<file path="config.mk">
export PLATFORM = sky130hd
export DESIGN_NAME = stfail_status
export DESIGN_NICKNAME = d
export VERILOG_FILES = /design/src/rtl/stfs_pkg.sv /design/src/rtl/stfs_run_ctl.sv /design/src/rtl/stfs_bus_dec.sv /design/src/rtl/stfs_flag_bank.sv /design/src/rtl/stfail_status.sv
export SDC_FILE = /design/constraint.sdc
export NUM_CORES = 1
export LEC_CHECK = 0
export ABC_AREA = 1
export BUFFER_PORTS_ARGS = -buffer_cell sky130_fd_sc_hd__clkbuf_2
export CORE_MARGIN = 2
export CORE_UTILIZATION = 35
export CTS_BUF_LIST = sky130_fd_sc_hd__clkbuf_8 sky130_fd_sc_hd__clkbuf_16
export DETAILED_ROUTE_END_ITERATION = 7
export PLACE_DENSITY = 0.8
export SYNTH_ARGS = -nofsm -noshare
export SYNTH_HDL_FRONTEND = slang
export SYNTH_HIERARCHICAL = 1
export SYNTH_SLANG_ARGS = --single-unit
</file>
<file path="constraint.sdc">
create_clock -name clk_i -period 1.3 [get_ports clk_i]
set_input_delay 0.13 -clock clk_i [delete_from_list [all_inputs] [get_ports clk_i]]
set_output_delay 0.13 -clock clk_i [all_outputs]
set_load 0.02 [all_outputs]
</file>
<file path="src/rtl/stfs_pkg.sv">
package stfs_pkg;
  localparam int unsigned FAIL_N = 3;
  localparam int unsigned SEG_W  = 2;
  localparam int unsigned WORD_W = FAIL_N + SEG_W;

  localparam int unsigned IDX_CORE1 = 0;
  localparam int unsigned IDX_CORE2 = 1;
  localparam int unsigned IDX_TMO   = 2;

  typedef struct packed {
    logic [SEG_W-1:0] seg;
    logic             tmo;
    logic             core2;
    logic             core1;
  } stfs_word_t;
endpackage

</file>
<file path="src/rtl/stfs_run_ctl.sv">
module stfs_run_ctl #(
  parameter int unsigned KEY_W  = 4,
  parameter logic [KEY_W-1:0] KEY_ON = 4'hA
) (
  input  logic             clk_i,
  input  logic             rst_ni,
  input  logic [KEY_W-1:0] key_i,
  input  logic             fail_any_i,
  output logic             start_o,
  output logic             first_fail_o,
  output logic             stop_o
);
  logic [KEY_W-1:0] key_q;
  logic             done_q;
  logic             stop_q;
  logic             armed;

  assign armed        = (key_i == KEY_ON);
  assign start_o      = armed && (key_q != KEY_ON);
  // a new run re-arms in its first cycle
  assign first_fail_o = armed && fail_any_i && (!done_q || start_o);

  always_ff @(posedge clk_i or negedge rst_ni) begin
    if (!rst_ni) begin
      key_q  <= '0;
      done_q <= 1'b0;
      stop_q <= 1'b0;
    end else begin
      key_q  <= key_i;
      stop_q <= first_fail_o;
      if (first_fail_o)  done_q <= 1'b1;
      else if (start_o)  done_q <= 1'b0;
    end
  end

  assign stop_o = stop_q;
endmodule

</file>
<file path="src/rtl/stfs_bus_dec.sv">
module stfs_bus_dec
  import stfs_pkg::*;
#(
  parameter int unsigned ADDR_W = 8,
  parameter int unsigned DATA_W = 32,
  parameter logic [ADDR_W-1:0] REG_ADDR = 8'h20
) (
  input  logic              req_i,
  input  logic              we_i,
  input  logic              priv_i,
  input  logic [ADDR_W-1:0] addr_i,
  input  logic [DATA_W-1:0] wdata_i,
  input  stfs_word_t        status_i,
  output logic [FAIL_N-1:0] clr_o,
  output logic [DATA_W-1:0] rdata_o
);
  logic hit;
  logic unused_w;

  assign hit      = req_i && (addr_i == REG_ADDR);
  assign clr_o    = (hit && we_i && priv_i) ? wdata_i[FAIL_N-1:0] : '0;
  assign rdata_o  = (hit && !we_i) ? DATA_W'(status_i) : '0;
  assign unused_w = ^wdata_i[DATA_W-1:FAIL_N];
endmodule

</file>
<file path="src/rtl/stfs_flag_bank.sv">
module stfs_flag_bank #(
  parameter int unsigned N = 3
) (
  input  logic         clk_i,
  input  logic         rst_ni,
  input  logic [N-1:0] set_i,
  input  logic [N-1:0] clr_i,
  output logic [N-1:0] q_o
);
  for (genvar b = 0; b < N; b++) begin : g_bit
    logic bit_q;
    always_ff @(posedge clk_i or negedge rst_ni) begin
      if (!rst_ni)          bit_q <= 1'b0;
      else if (set_i[b])    bit_q <= 1'b1;   // set beats clear
      else if (clr_i[b])    bit_q <= 1'b0;
    end
    assign q_o[b] = bit_q;
  end
endmodule

</file>
<file path="src/rtl/stfail_status.sv">
module stfail_status
  import stfs_pkg::*;
#(
  parameter int unsigned KEY_W  = 4,
  parameter logic [KEY_W-1:0] KEY_ON = 4'hA,
  parameter int unsigned ADDR_W = 8,
  parameter int unsigned DATA_W = 32,
  parameter logic [ADDR_W-1:0] REG_ADDR = 8'h20
) (
  input  logic              clk_i,
  input  logic              rst_ni,
  input  logic [KEY_W-1:0]  key_i,
  input  logic [SEG_W-1:0]  seg_i,
  input  logic              core1_mis_i,
  input  logic              core2_mis_i,
  input  logic              tmo_i,
  input  logic              req_i,
  input  logic              we_i,
  input  logic              priv_i,
  input  logic [ADDR_W-1:0] addr_i,
  input  logic [DATA_W-1:0] wdata_i,
  output logic [DATA_W-1:0] rdata_o,
  output logic              stop_o
);
  logic              start;
  logic              first_fail;
  logic              seg_zero;
  logic [FAIL_N-1:0] ev;
  logic [FAIL_N-1:0] set_v;
  logic [FAIL_N-1:0] bus_clr;
  logic [FAIL_N-1:0] clr_v;
  logic [FAIL_N-1:0] flags_q;
  logic [SEG_W-1:0]  seg_q;
  stfs_word_t        st_q;

  assign seg_zero        = (seg_i == '0);
  assign ev[IDX_CORE1]   = core1_mis_i;
  assign ev[IDX_CORE2]   = core2_mis_i;
  assign ev[IDX_TMO]     = tmo_i;

  stfs_run_ctl #(.KEY_W(KEY_W), .KEY_ON(KEY_ON)) u_run (
    .clk_i       (clk_i),
    .rst_ni      (rst_ni),
    .key_i       (key_i),
    .fail_any_i  (|ev),
    .start_o     (start),
    .first_fail_o(first_fail),
    .stop_o      (stop_o)
  );

  // core flags are only meaningful for segment 0
  always_comb begin
    set_v = '0;
    if (first_fail) begin
      set_v[IDX_TMO]   = ev[IDX_TMO];
      set_v[IDX_CORE1] = ev[IDX_CORE1] && seg_zero;
      set_v[IDX_CORE2] = ev[IDX_CORE2] && seg_zero;
    end
  end

  assign clr_v = start ? '1 : bus_clr;

  stfs_flag_bank #(.N(FAIL_N)) u_flags (
    .clk_i (clk_i),
    .rst_ni(rst_ni),
    .set_i (set_v),
    .clr_i (clr_v),
    .q_o   (flags_q)
  );

  always_ff @(posedge clk_i or negedge rst_ni) begin
    if (!rst_ni)         seg_q <= '0;
    else if (first_fail) seg_q <= seg_i;
    else if (start)      seg_q <= '0;
  end

  assign st_q = {seg_q, flags_q};

  stfs_bus_dec #(.ADDR_W(ADDR_W), .DATA_W(DATA_W), .REG_ADDR(REG_ADDR)) u_bus (
    .req_i   (req_i),
    .we_i    (we_i),
    .priv_i  (priv_i),
    .addr_i  (addr_i),
    .wdata_i (wdata_i),
    .status_i(st_q),
    .clr_o   (bus_clr),
    .rdata_o (rdata_o)
  );
endmodule

</file>
==> out/qor.yml, run 1 <==
io_pins: 87
yosysTopAreaCell: "dfrtp_1"
firstDrtPassIters: 4
gr-usage-all-layers_pct: 9.80
muxShareOfSynthArea_pct: 0
vias: 653
routed_wl_mm: 1.27
placed_area_um2: 897
nets: 207
finalCritPeriodShare_pct: 87.0
cp.required_ns: 1.47
slew_viol_final: 0
initial_core_util_pct: 37.6
final_cell_mix: "clkbuf_2 (30), inv_1 (28), conb_1 (27)"
numClockSinks: 11
synthXorXnorAreaFrac_pct: 0
postRouteAntennaNets: 0
cp-end-kind: "register"
antenna_found_initial: 0
syn_to_final_growth_pct: 14.3
die_x_um: 53.0
status: "finished clean"
synth_compound_area_share_pct: 1.04
grt_pass1_wl_mm: 2.04
power_leakage_nw: 0.611
cts_buffers: 3
layout_min_cycle_time_ns: 1.13
rows: 17
yosys.area_share.simple_pct: 26.4
die_y_um: 53.0
drt-vias-per-instance: 3.63
worst_hold_slack_ns: 0.0149
route.detailed.drc: 0
synthesis.area_um2: 840
syn_avg_cell_area_um2: 6.94
grt.overflow.total: 0
final_hold_viol_count: 0
cts_max_level: 1
cts_tree: "built"
diodes: 0
worstPathCellList: "nor2_1 > nand2_1 > nand2_2 > inv_1 > or2_1 > inv_1 > nand2_1 > nand2_1"
core-area_um2: 2230
grt_max_degree: 12
wl_met3_um: 122
crit_top_cell: "nand2_1"
clk_path_buf_depth: 2
grt_pass1_vias: 551
ys_ff_latch: 11
io_buffers: 30
max_stage_delay_ns: 0.35
die_area_um2: 2810
wl_met2_um: 644
rsz0062_at_grt: "false"
setup_viol: 0
synth_top_family_by_area: "buffers and inverters"
finish.instance_area_um2: 960
min_path_type: "in -> reg"
dp.final_hpwl_mm: 1.09
critPathKind: "reg -> reg"
utilization_pct: 43.0
drt_iter0_markers: 5
cts_root_buf: "clkbuf_8"
ys_types: 14
avgRoutedWirePerCell_um: 7.07
final_common_cell: "clkbuf_2"
routabilityCongestion: 0.743
synthAdderAreaFrac_pct: 0
critPathSlowestCell: "dfrtp_1"
fmax_ghz: 0.884
p_per_area_nw_per_um2: 948
cp_max_fo: 4
top_layer: "met3"
crit_path_start_kind: "register"
yosysSeqAreaShare_pct: 32.8
netlist_top_cells_area: "dfrtp_1 (33%), buf_4 (27%), inv_1 (12%)"
synth_top_area_share_pct: 32.8
wl_met1_um: 505
peakVddDrop_mv: 0.561
yosys_warnings: 6
synthCells: 121
clk_pin_slew_worst_paths_ns: 0.05
fin_setup_tns_ns: 0
clock_latency_ns: 0.23
clock-skew-final_ns: 0.00120
final_layout_size_suffix_gt1_share_pct: 27.0
crit_arrival_ns: 1.30
postCtsSetupBuffers: 0
maxCapViolCount: 0
## cell families after synthesis
logic type	count (synthesis)
AOI/OAI and AO/OA	1
buffers and inverters	58
DFF	11
other	1
and+or+nand+nor	50
## routing by layer
| layer | GRT usage, % | vias up |
|---|---|---|
| li1 | - | 346 |
| met1 | 10.6 | 278 |
| met2 | 16.9 | 29 |
| met3 | 1.41 | 0 |
| met4 | 7.69 | 0 |
| met5 | 0 | - |
## sequential cells by signal (all words and copies together), names as in the netlist
signal	flops
u_run/stop_o	1
seg_q	2
u_run/done_q	1
u_run/key_q	4
u_flags/g_bit.bit_q	3
## worst max-delay path, delay by kind of cell, from the launching register on
| family | cells | cell delay (ns) |
|---|---|---|
| buffers and inverters | 2 | 0.13 |
| flip-flops | 1 | 0.35 |
| AND/OR/NAND/NOR | 6 | 0.58 |
## cell usage after synthesis
cell / number
dfrtp_1: 11
inv_2: 1
buf_4: 30
nor2_1: 13
nand2_2: 1
or2_1: 3
a21oi_2: 1
nor2_2: 4
nand2_1: 25
conb_1: 1
nand4_2: 1
inv_1: 27
nand4_1: 1
nand3_1: 2
## stage by stage
stage          worst slack, ns  power (W)  std cells
2_1_floorplan            0.248   0.000602        147
3_3_place_gp             0.159   0.000577        175
3_5_place_dp             0.132   0.000581        175
4_1_cts                  0.117   0.000923        180
5_1_grt                 0.0299   0.000972        180
6_report                 0.169   0.000910        180
## final timing paths
path	start	end	slack, ns	depth (start not counted)
setup / recovery	u_run/key_q[0]$_DFF_PN0_	u_flags/g_bit[2].bit_q$_DFFE_PN0P_	0.17	8
hold / removal	key_i[0]	u_run/key_q[0]$_DFF_PN0_	0.01	1
setup reg to reg	u_run/key_q[0]$_DFF_PN0_	u_flags/g_bit[2].bit_q$_DFFE_PN0P_	0.17	8
hold reg to reg	u_flags/g_bit[1].bit_q$_DFFE_PN0P_	u_flags/g_bit[1].bit_q$_DFFE_PN0P_	0.47	2
max in group asynchronous	rst_ni	u_flags/g_bit[0].bit_q$_DFFE_PN0P_	0.79	2
min in group asynchronous	rst_ni	seg_q[0]$_DFFE_PN0P_	0.30	2
## area by class of cell
type / instances / area, um^2
Tap cell: 28 / 35.0
Fill cell: 251 / 1270
Inverter: 28 / 105
Clock inverter: 1 / 3.75
Sequential cell: 11 / 275
Clock buffer: 3 / 41.3
Multi-Input combinational cell: 78 / 339
Timing Repair Buffer: 31 / 160
## report_power, final
part	internal [W]	switching, W	total [W]
sequential	0.000378	0.0000201	0.000398
combinational	0.0000550	0.000130	0.000185
clock	0.000207	0.000120	0.000327
## timing repair
item	CTS	global route
resized for setup	0	1
hold buffers	1	0
endpoints found under the hold margin	11	0
endpoints found under the setup margin	0	2
Note: power is estimated with default switching activity, not from simulation.
==> run 2, diff against run 1 <==
--- a/config.mk
+++ b/config.mk
@@ -8,10 +8,9 @@
 export ABC_AREA = 1
 export BUFFER_PORTS_ARGS = -buffer_cell sky130_fd_sc_hd__clkbuf_2
 export CORE_MARGIN = 2
-export CORE_UTILIZATION = 35
-export CTS_BUF_LIST = sky130_fd_sc_hd__clkbuf_8 sky130_fd_sc_hd__clkbuf_16
+export CORE_UTILIZATION = 31
 export DETAILED_ROUTE_END_ITERATION = 7
-export PLACE_DENSITY = 0.8
+export PLACE_DENSITY = 0.75
 export SYNTH_ARGS = -nofsm -noshare
 export SYNTH_HDL_FRONTEND = slang
 export SYNTH_HIERARCHICAL = 1
==> constraint.sdc (replaced) <==
create_clock -name clk_i -period 0.9 [get_ports clk_i]
set_input_delay 0.09 -clock clk_i [delete_from_list [all_inputs] [get_ports clk_i]]
set_output_delay 0.09 -clock clk_i [all_outputs]
set_load 0.02 [all_outputs]
==> run 2 against run 1 <==
Against the previous run: the run now ends with negative setup slack left; non-clock buffer count is 12 higher; first-iteration DRC count rose by 100%; utilization grew 0.88 points; die area is 12% higher; count of clock-buffer cells in the layout up 1; routed wire length rose by 16%; sequential power up 44%; setup slack got worse by 0.37 ns; maximum frequency is 2.4% higher; largest cell class unchanged; clock power rose by 6%; worst hold slack improved by 0.034 ns; largest power group unchanged; power is 41% higher.
==> out/qor.yml, run 2 (same netlist as run 1, synthesis figures left out) <==
antenna_found_initial: 0
drt_iter0_markers: 10
cp.required_ns: 1.11
cp-end-kind: "register"
finalCritPeriodShare_pct: 123
rows: 18
peakVddDrop_mv: 0.643
crit_path_start_kind: "register"
layout_min_cycle_time_ns: 1.10
cts_buffers: 3
grt_pass1_vias: 566
cp_top_family: "simple AND/OR/NAND/NOR gates"
utilization_pct: 43.8
vias: 699
setup_viol: 11
top_register: "u_run/key_q"
grt_max_degree: 12
initial_core_util_pct: 33.3
maxCapViolCount: 0
grt_use_met1_pct: 11.0
final_common_cell: "conb_1"
p_per_area_nw_per_um2: 1160
top_regs: "u_run/key_q: 4 flops, u_flags/g_bit.bit_q: 3 flops, seg_q: 2 flops"
syn_to_final_growth_pct: 31.7
clock_latency_ns: 0.27
min_path_type: "in -> reg"
power_leakage_nw: 0.666
firstDrtPassIters: 3
cts_tree: "built"
clk_pin_slew_worst_paths_ns: 0.08
grt.overflow.total: 0
max_stage_delay_ns: 0.36
finish.instance_area_um2: 1110
failed_checks: "negative setup slack"
fmax_ghz: 0.905
avgRoutedWirePerCell_um: 7.60
reg2regPathDepth: 9
path_buf_inv: 3
die_area_um2: 3140
crit_top_cell: "nand2_1"
grt.busiest_layer: "met2"
io_pins: 87
hold_depth: 3
diodes: 0
slew_viol_final: 0
final_layout_size_suffix_gt1_share_pct: 34.1
critPathKind: "reg -> reg"
grtUsageMet2_pct: 14.8
clock-skew-final_ns: 0.00396
final_hold_viol_count: 0
dp.final_hpwl_mm: 1.15
final_cell_count_no_fill: 194
drt-vias-per-instance: 3.60
status: "finished with violations"
die_x_um: 56.0
crit_arrival_ns: 1.32
nets: 219
die_y_um: 56.0
routed_wl_mm: 1.48
critPathSlowestCell: "dfrtp_1"
largest_register_ffs: 4
cts_max_level: 1
layout_setup_ws_ns: -0.205
gr-usage-all-layers_pct: 9.08
placed_cells: 178
use_met3_pct: 2.56
reg2reg_slack_ns: -0.20
final_cell_mix: "conb_1 (27), nand2_1 (25), inv_1 (25)"
routabilityCongestion: 0.697
core-area_um2: 2520
clk_path_buf_depth: 2
rsz0062_at_grt: "true"
cts_root_buf: "clkbuf_4"
numClockSinks: 11
worstPathCellList: "nand2_1 > inv_1 > nand2_1 > nand2_2 > a21oi_4 > inv_2 > nor2_1 > inv_1 > nand2_1"
cp.depth: 9
route.detailed.drc: 0
grt_pass1_wl_mm: 2.27
cp_max_fo: 4
postRouteAntennaNets: 0
placed_area_um2: 915
io_buffers: 30
-- run 2: cell types whose count changed in the layout (fill, tap and decap cells not counted), sizes merged --
cell         previous run  this run
buf                     0        14
clkbuf                 33        28
dlygate4sd3             1         5
inv                    29        28
-- run 2: final timing paths --
path	from	endpoint
max	u_run/key_q[3]$_DFF_PN0_	u_flags/g_bit[1].bit_q$_DFFE_PN0P_
min	seg_i[0]	seg_q[0]$_DFFE_PN0P_
max reg2reg	u_run/key_q[3]$_DFF_PN0_	u_flags/g_bit[1].bit_q$_DFFE_PN0P_
min reg2reg	u_flags/g_bit[2].bit_q$_DFFE_PN0P_	u_flags/g_bit[2].bit_q$_DFFE_PN0P_
max in group asynchronous	rst_ni	u_run/key_q[2]$_DFF_PN0_
min in group asynchronous	rst_ni	seg_q[1]$_DFFE_PN0P_
-- run 2: area by class of cell --
cell class                      instances  area (um^2)
Fill cell                             271         1420
Multi-Input combinational cell         78          375
Timing Repair Buffer                   43          287
Sequential cell                        11          275
Inverter                               28          105
Tap cell                               30         37.5
Clock buffer                            4         26.3
-- run 2: worst min-delay path, cell delays in order --
cell and delay (ns):
clkbuf_2 0.09, nand2_1 0.05, nand2_1 0.05
-- run 2: stage by stage --
step / setup WS (ns) / setup TNS [ns] / hold WS (ns) / total power (W)
3_5_place_dp: -0.209 / -1.21 / -0.0133 / 0.000849
3_3_place_gp: -0.186 / -1.04 / -0.0277 / 0.000844
5_1_grt: -0.319 / -2.08 / 0.0539 / 0.00136
2_1_floorplan: -0.123 / -0.551 / -0.206 / 0.000875
4_1_cts: -0.207 / -1.44 / 0.0476 / 0.00125
6_report: -0.205 / -1.23 / 0.0490 / 0.00128
-- run 2: timing repair --
action / 4_1_cts / 5_1_grt
resized for setup: 8 / 16
hold buffers: 5 / 0
endpoints found under the hold margin: 15 / 0
endpoints found under the setup margin: 11 / 12
pin swaps: 9 / 2
setup buffers: 4 / 3
-- run 2: metal layers --
metal	up-vias	wire, um
li1	375	-
met1	291	586
met2	33	740
met3	0	148
met4	0	0
met5	-	0
-- run 2: power by group --
part	leakage [nW]	internal, W	switching, W
logic	0.513	0.000147	0.000217
registers	0.138	0.000544	0.0000296
clock network	0.0150	0.000171	0.000174
